===== config.mk =====
export PLATFORM = sky130hd
export DESIGN_NAME = rxdesc_dma
export DESIGN_NICKNAME = d
export VERILOG_FILES = /design/src/rtl/rxdma_pkg.sv /design/src/rtl/rxdma_csr.sv /design/src/rtl/rxdma_packer.sv /design/src/rtl/rxdma_walker.sv /design/src/rtl/rxdesc_dma.sv
export SDC_FILE = /design/constraint.sdc
export NUM_CORES = 1
export LEC_CHECK = 0
export CAP_MARGIN = 20
export CORE_MARGIN = 2
export CORE_UTILIZATION = 30
export DETAILED_ROUTE_END_ITERATION = 16
export DONT_BUFFER_PORTS = 1
export GPL_TIMING_DRIVEN = 0
export SETUP_SLACK_MARGIN = 0.4
export SLEW_MARGIN = 20
export SYNTH_ARGS = -nofsm -noshare
export SYNTH_HDL_FRONTEND = slang
export SYNTH_SLANG_ARGS = --single-unit

===== constraint.sdc =====
create_clock -name clk -period 4.2 [get_ports clk]
set_input_delay 0.84 -clock clk [delete_from_list [all_inputs] [get_ports clk]]
set_output_delay 0.84 -clock clk [all_outputs]
set_load 0.02 [all_outputs]

===== src/rtl/rxdma_pkg.sv =====
package rxdma_pkg;

   // descriptor field positions (software and engine both decode these)
   localparam int OWN_BIT   = 31;
   localparam int LEN_LSB   = 16;
   localparam int LEN_W     = 11;
   localparam int OVF_BIT   = 15;
   localparam int LINK_BIT  = 24;
   localparam int WRAP_BIT  = 25;
   localparam int SIZE_W    = 11;
   localparam int DESC_WORDS = 4;

   // register word indices
   localparam int REG_CTRL = 0;
   localparam int REG_BASE = 1;
   localparam int REG_POLL = 2;
   localparam int REG_EVT  = 3;
   localparam int REG_MASK = 4;

   // event bits
   localparam int EV_DONE  = 6;
   localparam int EV_STALL = 7;

   typedef enum logic [3:0] {
      W_OFF,
      W_RD_OWN,
      W_RD_CNT,
      W_RD_BUF,
      W_RD_LNK,
      W_STALL,
      W_RECV,
      W_WR_DATA,
      W_WR_STAT
   } walk_st_t;

endpackage


===== src/rtl/rxdma_csr.sv =====
module rxdma_csr
   import rxdma_pkg::*;
#(
   parameter int AW   = 32,
   parameter int DW   = 32,
   parameter int RA_W = 3
) (
   input  logic            clk,
   input  logic            rst_n,
   input  logic            reg_wr,
   input  logic [RA_W-1:0] reg_addr,
   input  logic [DW-1:0]   reg_wdata,
   output logic [DW-1:0]   reg_rdata,
   input  logic            evt_done,
   input  logic            evt_stall,
   output logic            rx_en,
   output logic [AW-1:0]   ring_base,
   output logic            poll,
   output logic            irq
);

   localparam logic [DW-1:0] EV_IMPL = (DW'(1) << EV_DONE) | (DW'(1) << EV_STALL);

   if (AW > DW) begin : g_bad_aw
      $error("rxdma_csr: AW must not exceed DW");
   end
   if (RA_W < 3) begin : g_bad_ra
      $error("rxdma_csr: RA_W too small for register map");
   end

   logic            en_q;
   logic [AW-1:0]   base_q;
   logic [DW-1:0]   ev_q;
   logic [DW-1:0]   mask_q;
   logic [DW-1:0]   ev_set;
   logic [DW-1:0]   ev_clr;
   logic            wr_ctrl, wr_base, wr_evt, wr_mask;

   assign wr_ctrl = reg_wr && (reg_addr == RA_W'(REG_CTRL));
   assign wr_base = reg_wr && (reg_addr == RA_W'(REG_BASE));
   assign wr_evt  = reg_wr && (reg_addr == RA_W'(REG_EVT));
   assign wr_mask = reg_wr && (reg_addr == RA_W'(REG_MASK));
   assign poll    = reg_wr && (reg_addr == RA_W'(REG_POLL));

   always_comb begin
      ev_set = '0;
      ev_set[EV_DONE]  = evt_done;
      ev_set[EV_STALL] = evt_stall;
      ev_clr = wr_evt ? reg_wdata : '0;
   end

   always_ff @(posedge clk) begin
      if (!rst_n) begin
         en_q   <= 1'b0;
         base_q <= '0;
         ev_q   <= '0;
         mask_q <= '0;
      end else begin
         if (wr_ctrl) en_q <= reg_wdata[0];
         if (wr_base) base_q <= reg_wdata[AW-1:0] & ~AW'(3);
         if (wr_mask) mask_q <= reg_wdata;
         ev_q <= ((ev_q & ~ev_clr) | ev_set) & EV_IMPL;
      end
   end

   always_comb begin
      case (reg_addr)
         RA_W'(REG_CTRL): reg_rdata = DW'(en_q);
         RA_W'(REG_BASE): reg_rdata = DW'(base_q);
         RA_W'(REG_EVT):  reg_rdata = ev_q;
         RA_W'(REG_MASK): reg_rdata = mask_q;
         default:         reg_rdata = '0;
      endcase
   end

   assign rx_en     = en_q;
   assign ring_base = base_q;
   assign irq       = |(ev_q & mask_q);

   // an event in the same cycle as its clear leaves the bit set
   a_r8_set_wins: assert property (@(posedge clk) disable iff (!rst_n)
      evt_done |=> ev_q[EV_DONE]);

   // writing one with no concurrent event clears the bit
   a_r8_w1c_clears: assert property (@(posedge clk) disable iff (!rst_n)
      (wr_evt && reg_wdata[EV_STALL] && !evt_stall) |=> !ev_q[EV_STALL]);

endmodule


===== src/rtl/rxdma_packer.sv =====
module rxdma_packer #(
   parameter int DW = 32
) (
   input  logic            clk,
   input  logic            rst_n,
   input  logic            take,
   input  logic [7:0]      byte_in,
   input  logic            clr,
   output logic [DW-1:0]   word,
   output logic [DW/8-1:0] be,
   output logic [$clog2(DW/8+1)-1:0] fill,
   output logic            full
);

   localparam int NB = DW / 8;
   localparam int FW = $clog2(NB + 1);

   if ((DW % 8) != 0 || DW < 16) begin : g_bad_dw
      $error("rxdma_packer: DW must be a multiple of 8, at least 16");
   end

   logic [FW-1:0] fill_q;

   for (genvar i = 0; i < NB; i++) begin : g_lane
      logic [7:0] lane_q;
      logic       used_q;
      always_ff @(posedge clk) begin
         if (!rst_n) begin
            lane_q <= '0;
            used_q <= 1'b0;
         end else if (clr) begin
            used_q <= 1'b0;
         end else if (take && fill_q == FW'(i)) begin
            lane_q <= byte_in;
            used_q <= 1'b1;
         end
      end
      assign word[i*8 +: 8] = lane_q;
      assign be[i]          = used_q;
   end

   always_ff @(posedge clk) begin
      if (!rst_n)    fill_q <= '0;
      else if (clr)  fill_q <= '0;
      else if (take) fill_q <= fill_q + FW'(1);
   end

   assign fill = fill_q;
   assign full = (fill_q == FW'(NB));

   // no byte may be taken into a word that is already full
   a_r11_no_overfill: assert property (@(posedge clk) disable iff (!rst_n)
      take |-> !full);

endmodule


===== src/rtl/rxdma_walker.sv =====
module rxdma_walker
   import rxdma_pkg::*;
#(
   parameter int AW = 32,
   parameter int DW = 32
) (
   input  logic            clk,
   input  logic            rst_n,
   input  logic            rx_en,
   input  logic [AW-1:0]   ring_base,
   input  logic            poll,
   input  logic            rx_valid,
   input  logic [7:0]      rx_data,
   input  logic            rx_last,
   output logic            rx_ready,
   output logic            mem_req,
   output logic            mem_we,
   output logic [AW-1:0]   mem_addr,
   output logic [DW/8-1:0] mem_be,
   output logic [DW-1:0]   mem_wdata,
   input  logic            mem_ack,
   input  logic [DW-1:0]   mem_rdata,
   output logic            evt_done,
   output logic            evt_stall
);

   localparam int NB     = DW / 8;
   localparam int FW     = $clog2(NB + 1);
   localparam int DSTEP  = DESC_WORDS * NB;

   if (DW != 32) begin : g_bad_dw
      $error("rxdma_walker: descriptor format needs DW of 32");
   end

   walk_st_t          st_q;
   logic [AW-1:0]     cur_q, buf_q, lnk_q, wptr_q;
   logic [SIZE_W-1:0] size_q;
   logic [LEN_W-1:0]  stored_q;
   logic              link_q, wrap_q, ovf_q, last_q;

   logic              acc, room, pk_take, pk_clr, pk_full;
   logic [DW-1:0]     pk_word;
   logic [NB-1:0]     pk_be;
   logic [FW-1:0]     pk_fill, fill_nx;
   logic [AW-1:0]     next_desc;
   logic [DW-1:0]     wb_word;

   rxdma_packer #(.DW(DW)) i_packer (
      .clk     (clk),
      .rst_n   (rst_n),
      .take    (pk_take),
      .byte_in (rx_data),
      .clr     (pk_clr),
      .word    (pk_word),
      .be      (pk_be),
      .fill    (pk_fill),
      .full    (pk_full)
   );

   assign rx_ready = (st_q == W_RECV);
   assign acc      = rx_valid && rx_ready;
   assign room     = (SIZE_W'(stored_q) < size_q);
   assign pk_take  = acc && room;
   assign pk_clr   = (st_q == W_WR_DATA) && mem_ack;
   assign fill_nx  = pk_fill + FW'(pk_take);

   always_comb begin
      if (wrap_q)      next_desc = ring_base;
      else if (link_q) next_desc = lnk_q;
      else             next_desc = cur_q + AW'(DSTEP);
   end

   always_comb begin
      wb_word = '0;
      wb_word[LEN_LSB +: LEN_W] = stored_q;
      wb_word[OVF_BIT]          = ovf_q;
   end

   always_comb begin
      mem_req   = 1'b0;
      mem_we    = 1'b0;
      mem_addr  = cur_q;
      mem_be    = '1;
      mem_wdata = '0;
      case (st_q)
         W_RD_OWN:  mem_req = 1'b1;
         W_RD_CNT:  begin mem_req = 1'b1; mem_addr = cur_q + AW'(NB);   end
         W_RD_BUF:  begin mem_req = 1'b1; mem_addr = cur_q + AW'(2*NB); end
         W_RD_LNK:  begin mem_req = 1'b1; mem_addr = cur_q + AW'(3*NB); end
         W_WR_DATA: begin
            mem_req   = 1'b1;
            mem_we    = 1'b1;
            mem_addr  = wptr_q;
            mem_be    = pk_be;
            mem_wdata = pk_word;
         end
         W_WR_STAT: begin
            mem_req   = 1'b1;
            mem_we    = 1'b1;
            mem_wdata = wb_word;
         end
         default: ;
      endcase
   end

   assign evt_done  = (st_q == W_WR_STAT) && mem_ack;
   assign evt_stall = (st_q == W_RD_OWN) && mem_ack && !mem_rdata[OWN_BIT];

   always_ff @(posedge clk) begin
      if (!rst_n) begin
         st_q     <= W_OFF;
         cur_q    <= '0;
         buf_q    <= '0;
         lnk_q    <= '0;
         wptr_q   <= '0;
         size_q   <= '0;
         stored_q <= '0;
         link_q   <= 1'b0;
         wrap_q   <= 1'b0;
         ovf_q    <= 1'b0;
         last_q   <= 1'b0;
      end else begin
         case (st_q)
            W_OFF: if (rx_en) begin
               cur_q <= ring_base;
               st_q  <= W_RD_OWN;
            end
            W_RD_OWN: if (mem_ack) begin
               st_q <= mem_rdata[OWN_BIT] ? W_RD_CNT : W_STALL;
            end
            W_RD_CNT: if (mem_ack) begin
               size_q <= mem_rdata[SIZE_W-1:0];
               link_q <= mem_rdata[LINK_BIT];
               wrap_q <= mem_rdata[WRAP_BIT];
               st_q   <= W_RD_BUF;
            end
            W_RD_BUF: if (mem_ack) begin
               buf_q  <= mem_rdata[AW-1:0] & ~AW'(NB-1);
               wptr_q <= mem_rdata[AW-1:0] & ~AW'(NB-1);
               st_q   <= W_RD_LNK;
            end
            W_RD_LNK: if (mem_ack) begin
               lnk_q    <= mem_rdata[AW-1:0] & ~AW'(NB-1);
               stored_q <= '0;
               ovf_q    <= 1'b0;
               last_q   <= 1'b0;
               st_q     <= W_RECV;
            end
            W_STALL: begin
               if (!rx_en)    st_q <= W_OFF;
               else if (poll) st_q <= W_RD_OWN;
            end
            W_RECV: if (acc) begin
               if (room) stored_q <= stored_q + LEN_W'(1);
               else      ovf_q    <= 1'b1;
               if (rx_last) begin
                  last_q <= 1'b1;
                  st_q   <= (fill_nx != '0) ? W_WR_DATA : W_WR_STAT;
               end else if (fill_nx == FW'(NB)) begin
                  st_q <= W_WR_DATA;
               end
            end
            W_WR_DATA: if (mem_ack) begin
               wptr_q <= wptr_q + AW'(NB);
               st_q   <= last_q ? W_WR_STAT : W_RECV;
            end
            W_WR_STAT: if (mem_ack) begin
               cur_q <= next_desc;
               st_q  <= rx_en ? W_RD_OWN : W_OFF;
            end
            default: st_q <= W_OFF;
         endcase
      end
   end

   // a pending request keeps its address, direction and data
   a_r10_req_hold: assert property (@(posedge clk) disable iff (!rst_n)
      (mem_req && !mem_ack) |=> (mem_req && $stable(mem_addr) && $stable(mem_we)
                                  && $stable(mem_wdata)));

   // a descriptor held by software leads straight into the stall
   a_r2_unowned_stalls: assert property (@(posedge clk) disable iff (!rst_n)
      evt_stall |=> (st_q == W_STALL && !rx_ready));

   // the written-back length never exceeds the buffer size
   a_r6_len_capped: assert property (@(posedge clk) disable iff (!rst_n)
      (st_q == W_WR_STAT) |-> (SIZE_W'(mem_wdata[LEN_LSB +: LEN_W]) <= size_q));

   // end-of-ring returns to the start address
   a_r7_wrap_to_base: assert property (@(posedge clk) disable iff (!rst_n)
      (evt_done && wrap_q) |=> (cur_q == $past(ring_base)));

endmodule


===== src/rtl/rxdesc_dma.sv =====
module rxdesc_dma
   import rxdma_pkg::*;
#(
   parameter int AW   = 32,
   parameter int DW   = 32,
   parameter int RA_W = 3
) (
   input  logic            clk,
   input  logic            rst_n,
   input  logic            reg_wr,
   input  logic [RA_W-1:0] reg_addr,
   input  logic [DW-1:0]   reg_wdata,
   output logic [DW-1:0]   reg_rdata,
   output logic            irq,
   input  logic            rx_valid,
   input  logic [7:0]      rx_data,
   input  logic            rx_last,
   output logic            rx_ready,
   output logic            mem_req,
   output logic            mem_we,
   output logic [AW-1:0]   mem_addr,
   output logic [DW/8-1:0] mem_be,
   output logic [DW-1:0]   mem_wdata,
   input  logic            mem_ack,
   input  logic [DW-1:0]   mem_rdata
);

   logic          rx_en, poll, evt_done, evt_stall;
   logic [AW-1:0] ring_base;

   rxdma_csr #(.AW(AW), .DW(DW), .RA_W(RA_W)) i_csr (
      .clk       (clk),
      .rst_n     (rst_n),
      .reg_wr    (reg_wr),
      .reg_addr  (reg_addr),
      .reg_wdata (reg_wdata),
      .reg_rdata (reg_rdata),
      .evt_done  (evt_done),
      .evt_stall (evt_stall),
      .rx_en     (rx_en),
      .ring_base (ring_base),
      .poll      (poll),
      .irq       (irq)
   );

   rxdma_walker #(.AW(AW), .DW(DW)) i_walker (
      .clk       (clk),
      .rst_n     (rst_n),
      .rx_en     (rx_en),
      .ring_base (ring_base),
      .poll      (poll),
      .rx_valid  (rx_valid),
      .rx_data   (rx_data),
      .rx_last   (rx_last),
      .rx_ready  (rx_ready),
      .mem_req   (mem_req),
      .mem_we    (mem_we),
      .mem_addr  (mem_addr),
      .mem_be    (mem_be),
      .mem_wdata (mem_wdata),
      .mem_ack   (mem_ack),
      .mem_rdata (mem_rdata),
      .evt_done  (evt_done),
      .evt_stall (evt_stall)
   );

endmodule


---- Word level (Yosys, flattened, before mapping) ----
Cells that the tools add are included.
Widths: inputs -> output; s select.
storage, ports and cells
  logic and storage cells ................. 149
  input port bits ......................... 81
  register bits after elaboration ......... 228
  output and inout port bits .............. 104
cells by class
  equality and inequality tests ........... 29
  reductions and logical operators ........ 39
  $add $sub $neg .......................... 8
  multiplexer cells ....................... 43
  order comparisons ....................... 1
  bitwise logic cells ..................... 6
operator list
  operator               count
  $pmux 32 s4            2
  $mux 32                6
  $pmux 32 s2            3
  $add 32x3->32 const B  2
  $add 32x4->32 const B  2
  $mux 4                 15
  $pmux 4 s9             1
  $mux 11                3
  $add 32x5->32 const B  1
  $and 8x32->32          1
  $reduce_or 32->1       1
  $ne 2x2->1 const B     11
  $pmux 11 s2            1
  $eq 4x3->1 const B     4
  $logic_and 1x1->1      15
  $eq 3x2->1 const B     4
  $reduce_and 2->1       6
  $reduce_and 4->1       3
  $add 11x1->11 const B  1
  $lt 11x11->1           1
  $reduce_and 10->1      1
  $and 8x8->8            1
  $eq 4x2->1 const B     2
  $mux 1                 8
  other kinds (21)       31

---- Depth between registers and ports, before layout ----
Gate-level depths: netlist of run 1.
  depth after elaboration ................. 9
  gate-level depth with buffers ........... 16
  gate-level depth less buffers ........... 14

---- Modules after synthesis ----
A second synthesis of run 1 with hierarchy kept.
unflattened totals
  cells, all modules ...................... 1716
  area total of the unflattened synthesis .. 13157.6 um2
modules (own cells, without submodules)
  module        area each (um2)  seq. area each (um2)  times used  cells each
  rxdma_walker  8705.8           2442.3                1           1258
  rxdma_csr     2887.8           1301.2                1           303
  rxdma_packer  1564.0           780.7                 1           155

---- Least setup slack after synthesis of run 1 ----
No wires, ideal clock.
  path kind ............................... reg-to-output
  start point ............................. register i_walker.st_q[2]
  end point ............................... output port mem_addr[17]
  stages on the path, launching flop included .. 9
  buffers on the path ..................... 1
  arrival ................................. 2534 ps
  required time ........................... 3360 ps
  setup slack ............................. 826 ps
  cell sequence ........................... dfxtp_1 buf_4 nor2b_1 and2_1 ha_1 a21o_1 nand4_1 or2_2 o311ai_0
on the way
  word-level cells in the longest chain between the ends .. 2
  elaborated cells between the ends (all ways) .. 5
  classes of those cells .................. eq/ne (4); mux (1)
RTL lines
  item                                             RTL line             source
  start: declaration                               rxdma_walker.sv:35   walk_st_t st_q;
  start signal: assignment                         rxdma_walker.sv:129  st_q <= mem_rdata[OWN_BIT] ? W_RD_CNT : W_STALL;
  start signal: assignment                         rxdma_walker.sv:158  st_q <= (fill_nx != '0) ? W_WR_DATA : W_WR_STAT;
  start signal: assignment                         rxdma_walker.sv:165  st_q <= last_q ? W_WR_STAT : W_RECV;
  $eq 4x3->1 / $eq 4x2->1 (equally long branches)  rxdma_walker.sv:85   case (st_q)
  $pmux 32 s4 (*)                                  rxdma_walker.sv:85
  end: declaration                                 rxdesc_dma.sv:21     output logic [AW-1:0] mem_addr,
Mark *: on every way between the ends. The rest lies on a longest branch, timed or not.

---- Worst setup path in the final report of run 1 ----
  start point ............................. register i_walker.cur_q[3]
  end point ............................... output port mem_addr[27]
on the way
  word-level cells in the longest chain between the ends .. 2
  elaborated cells between the ends (all ways) .. 4
  classes of those cells .................. add/sub (3); mux (1)
RTL lines
  item                                         RTL line             source
  start: declaration                           rxdma_walker.sv:36   logic [AW-1:0] cur_q, buf_q, lnk_q, wptr_q;
  start signal: assignment                     rxdma_walker.sv:125  cur_q <= ring_base;
  start signal: assignment                     rxdma_walker.sv:168  cur_q <= next_desc;
  $add 32x4->32, or another cell as far along  rxdma_walker.sv:89   W_RD_LNK: begin mem_req = 1'b1; mem_addr = cur_q + AW'(3*NB); end
  $pmux 32 s4 (*)                              rxdma_walker.sv:85
Marked as above.

==> flow_summary.yaml, run 1 <==
floorplanning:
  row_count: 75
  dieArea_um2: 44100
  dieWidth_um: 210
  start_util_pct: 30.4
  placeableCoreArea_um2: 41900
  ios: 185
  die_h_um: 210
timing:
  worst_pin_slew_ns: 1.12
  drv_slew: 0
  rsz0062_at_grt: "yes"
  slew_headroom_pct: 24.4
  clock.fmax_ghz: 0.265
  postLayoutSetupSlackWorst_ns: 0.419
  setup-tns-final_ns: 0
  min_period_ns: 3.78
  finClkSkew_ns: 0.0105
  hold_violations: 0
  setup_viol: 0
  fin_crit_sh_pct: 90.0
pwr:
  p_leak_nw: 5.21
  total_power_mw: 5.04
  ir_worst_vdd_mv: 0.273
  p_comb_share_pct: 10.1
  p_seq_share_pct: 43.4
  cellPowerDensity_nw_per_um2: 344
  internal_power_mw: 3.69
  clkPwrFrac_pct: 46.5
  sw_frac_of_total_pct: 26.8
  switchingPower_mw: 1.35
setup_path:
  cp.arrival_ns: 2.94
  crit_type: "register to primary output"
  worstPathMaxFanout: 8
  worstPathRequired_ns: 3.36
  critPathCaptureType: "primary output"
  start_kind: "register"
global_routing:
  track_usage_pct: 23.6
  grt_pass1_vias: 12339
  antenna_found_initial: 2
  grt_pass1_wl_um: 79200
  grt_overflow: 0
  grt_max_degree: 14
route:
  viasPerCell: 5.76
  drc: 0
  wl_per_cell_um: 23.3
  dr.pass1.iters: 6
  vias: 13249
  drt_iter0_drc: 1375
  wl_um: 53700
  ant_nets: 0
hold_path:
  hp-class: "primary input to register"
synth:
  synth_xor_area_share_pct: 2.00
  synth.avg_cell_area_um2: 7.48
  synth_compound_area_share_pct: 24.5
  synthMuxAreaShare_pct: 4.43
  syn_area_um2: 12700
  synth_cell_types: 79
  syn_inst: 1701
  ys.flop_type: "dfxtp_1"
  synth_top_family_by_area: "simple AND/OR/NAND/NOR gates"
  async_flop_share_pct: 0
  synthAdderAreaFrac_pct: 2.32
  synth-edff-count: 0
  synth_simple_gate_area_share_pct: 25.6
  synth-seq-cells: 224
  yosysWarnings: 0
  ys_seq_area_share_pct: 35.3
cts:
  cts.root.buffer_cell: "clkbuf_16"
  hold_buffers: 0
  cts_tree: "yes"
  clk_pin_slew_worst_paths_ns: 0.06
  cts_sinks: 224
  clk_latency_ns: 0.55
  cts_buffers: 26
  clock_path_buffers: 3
  h-tree-depth: 1
placement:
  port-buffer-count: 0
  dp.cells: 2241
  pre_cts_slack_ns: 0.142
  dpl_cell_area_um2: 13400
  gp_congestion: 0.976
  dpl.hpwl_um: 41600
finish:
  syn_to_final_growth_pct: 15.1
  drive_gt1_share_pct: 9.85
  design_area_um2: 14600
  fin_nets: 1841
  seqCellArea_um2: 4490
  multiInputGateArea_um2: 7740
  stdcell_count: 2301
  fillers: 4478
run:
  drv_cap: 0
status:
  status: "completed"
-- sequential cells by signal, summed over array words and instances (netlist names), 2 cells and up --
name and flops:
i_walker.lnk_q 30, i_walker.stored_q 11, i_walker.st_q 4, i_csr.mask_q 32, i_walker.cur_q 30, i_walker.size_q 11
i_csr.ev_q 2, i_csr.ring_base 30, i_walker.wptr_q 30, i_walker.i_packer.g_lane.used_q 4, i_walker.i_packer.g_lane.lane_q 32, i_walker.i_packer.fill 3
-- placed cells by master, fill, tap and decap left out, drive strengths merged, types with 12 or more instances in the layout --
master / count
nand2: 378
nor2: 93
mux2i: 54
a21oi: 177
clkbuf: 133
nand3: 49
a31oi: 34
nand4: 30
dfxtp: 224
a22oi: 15
a22o: 43
buf: 54
xor2: 16
and2: 35
inv: 32
o211ai: 13
o21ai: 106
nor3: 24
and4: 13
xnor2: 13
and3: 24
o21a: 12
ha: 22
-- per-layer routing --
layer | vias up | routed length, um | global-route usage, %
li1 | 6156 | - | -
met1 | 6247 | 22700 | 30.8
met2 | 707 | 22800 | 36.7
met3 | 139 | 5340 | 5.96
met4 | 0 | 2830 | 10.7
met5 | - | 0 | 0
-- power by group through the flow --
stage | clock network [mW] | registers [mW] | logic (mW)
after global placement | 0 | 2.23 | 0.470
final | 2.34 | 2.19 | 0.508
after global routing | 2.47 | 2.19 | 0.544
after CTS | 2.38 | 2.19 | 0.489
after detailed placement | 0 | 2.23 | 0.475
after floorplan | 0 | 2.22 | 0.338
-- timing repair --
item | CTS | global route
pin swaps | 7 | 8
setup endpoints to repair | 45 | 28
setup buffers | 7 | 0
gates resized for setup | 48 | 22
-- worst paths after layout --
check | to | slack [ns] | start | cells after the start
worst max-delay path | mem_addr[27] | 0.42 | i_walker.cur_q[3] | 6
worst max register to register | i_walker.st_q[2] | 0.70 | i_walker.stored_q[2] | 15
worst min register to register | i_walker.lnk_q[26] | 0.45 | i_walker.lnk_q[26] | 2
worst min-delay path | i_csr.ring_base[5] | 0.42 | reg_wdata[5] | 2
-- through the flow --
step                      hold slack [ns]  util [%]
after CTS                           0.399      34.7
after detailed placement            0.445      32.0
after global placement              0.439      32.0
final                               0.417      35.0
after floorplan                     0.426         -
after global routing                0.407      34.9
-- worst max-delay path, stage by stage (launching register included) --
cell	delay [ns]
dfxtp_1	0.59
ha_1	0.44
nand2_1	0.17
or4_1	0.54
a21oi_1	0.17
a311oi_1	0.08
o21ai_2	0.40
-- logic make-up after synthesis --
kind of cell    count (synthesis)
compound gates                494
flops                         224
xor+xnor                       29
buf+inv                       174
mux                            56
other cells                     1
fa+ha+maj                      23
simple gates                  700
-- area by class of cell --
cell class,instances,share of cell area [%]
diodes,5,0.0855
flip-flops and latches,224,30.7
clock buffers,37,5.14
plain buffers,143,4.49
inverters,31,0.795
repair buffers,7,0.445
clock inverters,11,0.898
well taps,539,4.61
multi-input cells,1304,52.9
-- synthesized netlist by cell type, types with 34 or more instances --
master    instances  area share (%)
nand2_1         378              11
dfxtp_1         224              35
a21oi_1         177             7.0
o21ai_0         102             4.0
nor2_1           92             2.7
clkbuf_1         91             2.7
mux2i_1          54             4.2
nand3_1          47             1.8
a22o_1           43             3.0
and2_1           35             1.7
a31oi_1          34             1.7
buf_2            34             1.3
Note: power is estimated with default switching activity, not from simulation.
==> run 2, diff against run 1 <==
--- a/config.mk
+++ b/config.mk
@@ -6,11 +6,14 @@
 export NUM_CORES = 1
 export LEC_CHECK = 0
 export CAP_MARGIN = 20
+export CELL_PAD_IN_SITES_DETAIL_PLACEMENT = 0
+export CELL_PAD_IN_SITES_GLOBAL_PLACEMENT = 1
 export CORE_MARGIN = 2
 export CORE_UTILIZATION = 30
 export DETAILED_ROUTE_END_ITERATION = 16
 export DONT_BUFFER_PORTS = 1
 export GPL_TIMING_DRIVEN = 0
+export PLACE_DENSITY_LB_ADDON = 0.1
 export SETUP_SLACK_MARGIN = 0.4
 export SLEW_MARGIN = 20
 export SYNTH_ARGS = -nofsm -noshare
==> run 2 against run 1 <==
Effect of this change:
- sequential cell count is the same
- sequential share of layout area decreased by 0.38 points
- non-clock buffer count is 4 higher
- final cell count grew 0.22%
- clock skew rose by 0.0094 ns
- worst hold slack got worse by 0.042 ns
- via count down 2.3%
- critical path type unchanged
- largest power group unchanged
==> flow_summary.yaml, run 2 (synthesis gave the netlist of run 1 again) <==
status:
  status: "completed"
setup_path:
  worstPathMaxFanout: 8
  timing.rr.start: "i_walker.stored_q[2]"
  cp.arrival_ns: 2.94
  critPathCaptureType: "primary output"
  critical_path.startpoint: "i_walker.cur_q[4]"
  worstPathRequired_ns: 3.36
  start_kind: "register"
  crit_type: "register to primary output"
finish:
  top_regs: "i_csr.mask_q (32), i_walker.i_packer.g_lane.lane_q (32)"
  final_cell_mix: "nand2_1 (376), dfxtp_1 (221), a21oi_1 (173)"
  fin_nets: 1848
  syn_to_final_growth_pct: 16.6
  fillers: 4521
  final_util_pct: 35.4
  n_antenna_cell: 0
  multiInputGateArea_um2: 7720
  seqCellArea_um2: 4490
  drive_gt1_share_pct: 10.8
  layout_commonest_cell: "nand2_1"
  design_area_um2: 14800
floorplanning:
  ios: 185
  start_util_pct: 30.4
  dieWidth_um: 210
  dieArea_um2: 44100
  row_count: 75
  placeableCoreArea_um2: 41900
  die_h_um: 210
cts:
  cts_buffers: 29
  cts_sinks: 224
  h-tree-depth: 1
  cts_tree: "yes"
  clk_pin_slew_worst_paths_ns: 0.06
  clock_path_buffers: 3
  cts.root.buffer_cell: "clkbuf_16"
  clk_latency_ns: 0.59
pwr:
  sw_frac_of_total_pct: 26.4
  p_seq_share_pct: 39.8
  cellPowerDensity_nw_per_um2: 371
  clkPwrFrac_pct: 50.8
  switchingPower_mw: 1.45
  internal_power_mw: 4.06
  p_comb_share_pct: 9.4
  p_leak_nw: 5.35
  ir_worst_vdd_mv: 0.379
placement:
  dpl.hpwl_um: 45100
  gp_congestion: 0.951
  port-buffer-count: 0
  dpl_cell_area_um2: 13400
route:
  drc: 0
  dr.pass1.iters: 5
  ant_nets: 0
  drt_iter0_drc: 885
  wl_um: 58200
  wl_per_cell_um: 25.2
  vias: 12940
  viasPerCell: 5.61
global_routing:
  grt_use_met1_pct: 35.7
  top_usage_layer: "met2"
  grt_pass1_vias: 12243
  grt_overflow: 0
  globalRouteMet2Util_pct: 40.9
  use_met3_pct: 4.53
  grt_max_degree: 16
  track_usage_pct: 25.9
  antenna_found_initial: 1
  grt_pass1_wl_um: 85100
timing:
  hold_violations: 0
  rsz0062_at_grt: "yes"
  finClkSkew_ns: 0.0200
  min_period_ns: 3.78
  worst_pin_slew_ns: 1.18
  clock.fmax_ghz: 0.264
  setup_viol: 0
  slew_headroom_pct: 21.6
  drv_slew: 0
  fin_crit_sh_pct: 90.1
hold_path:
  hp-class: "primary input to register"
  worstHoldStart: "reg_wdata[31]"
run:
  drv_cap: 0
[run 2: cell types whose count changed in the layout (fill, tap and decap cells not counted), moves of 3 or more]
cell	previous run	this run
buf_4	16	21
o21ai_0	96	99
clkbuf_8	6	9
clkbuf_16	26	29
o21ai_1	7	4
bufinv_16	2	5
diode_2	5	0
[run 2: power by group through the flow]
stage / registers [mW] / logic, mW / clock network [mW]
floorplan: 2.22 / 0.338 / 0
global placement: 2.23 / 0.493 / 0
detailed placement: 2.24 / 0.491 / 0
CTS: 2.19 / 0.508 / 2.86
global route: 2.19 / 0.557 / 2.93
finish: 2.19 / 0.518 / 2.80
[run 2: stage by stage]
step	power [mW]	worst slack (ns)	hold WS, ns	std cells	setup TNS (ns)
2_1_floorplan	2.56	0.826	0.426	1702	0
3_3_place_gp	2.73	-0.285	0.439	2241	-0.414
3_5_place_dp	2.73	0.0719	0.445	2241	0
4_1_cts	5.56	0.356	0.349	2304	0
5_1_grt	5.68	0.324	0.359	2306	0
6_report	5.51	0.417	0.375	2306	0
[run 2: cell type report]
type                    count  area share [%]
inverters                  31           0.785
repair buffers             11           0.641
plain buffers             143            4.44
multi-input cells        1304            52.1
clock buffers              44            5.88
clock inverters            10            1.33
well taps                 539            4.55
flip-flops and latches    224            30.3
[run 2: critical path: stages (launching register included)]
cell,delay [ns]
dfxtp_4,0.44
ha_2,0.29
nand4_4,0.18
nor4_4,0.26
buf_4,0.19
and2_1,0.15
buf_6,0.14
nand3_1,0.14
o21ai_0,0.21
o221a_2,0.35
[run 2: what timing repair did]
action | CTS | global route
gates resized for setup | 54 | 24
setup endpoints to repair | 50 | 26
hold buffers | 0 | 0
buffers inserted | 9 | 2
pin swaps | 10 | 6
[run 2: worst paths after layout]
path / to / slack (ns) / depth (start not counted)
min reg2reg: i_csr.mask_q[1] / 0.45 / 2
max reg2reg: i_walker.st_q[2] / 0.70 / 15
max: mem_addr[30] / 0.42 / 9
min: i_csr.ring_base[31] / 0.37 / 2
[run 2: routing by layer]
layer  wire, um  up-vias
li1           -     6157
met1      26600     6182
met2      25800      509
met3       3890       92
met4       1940        0
met5          0        -
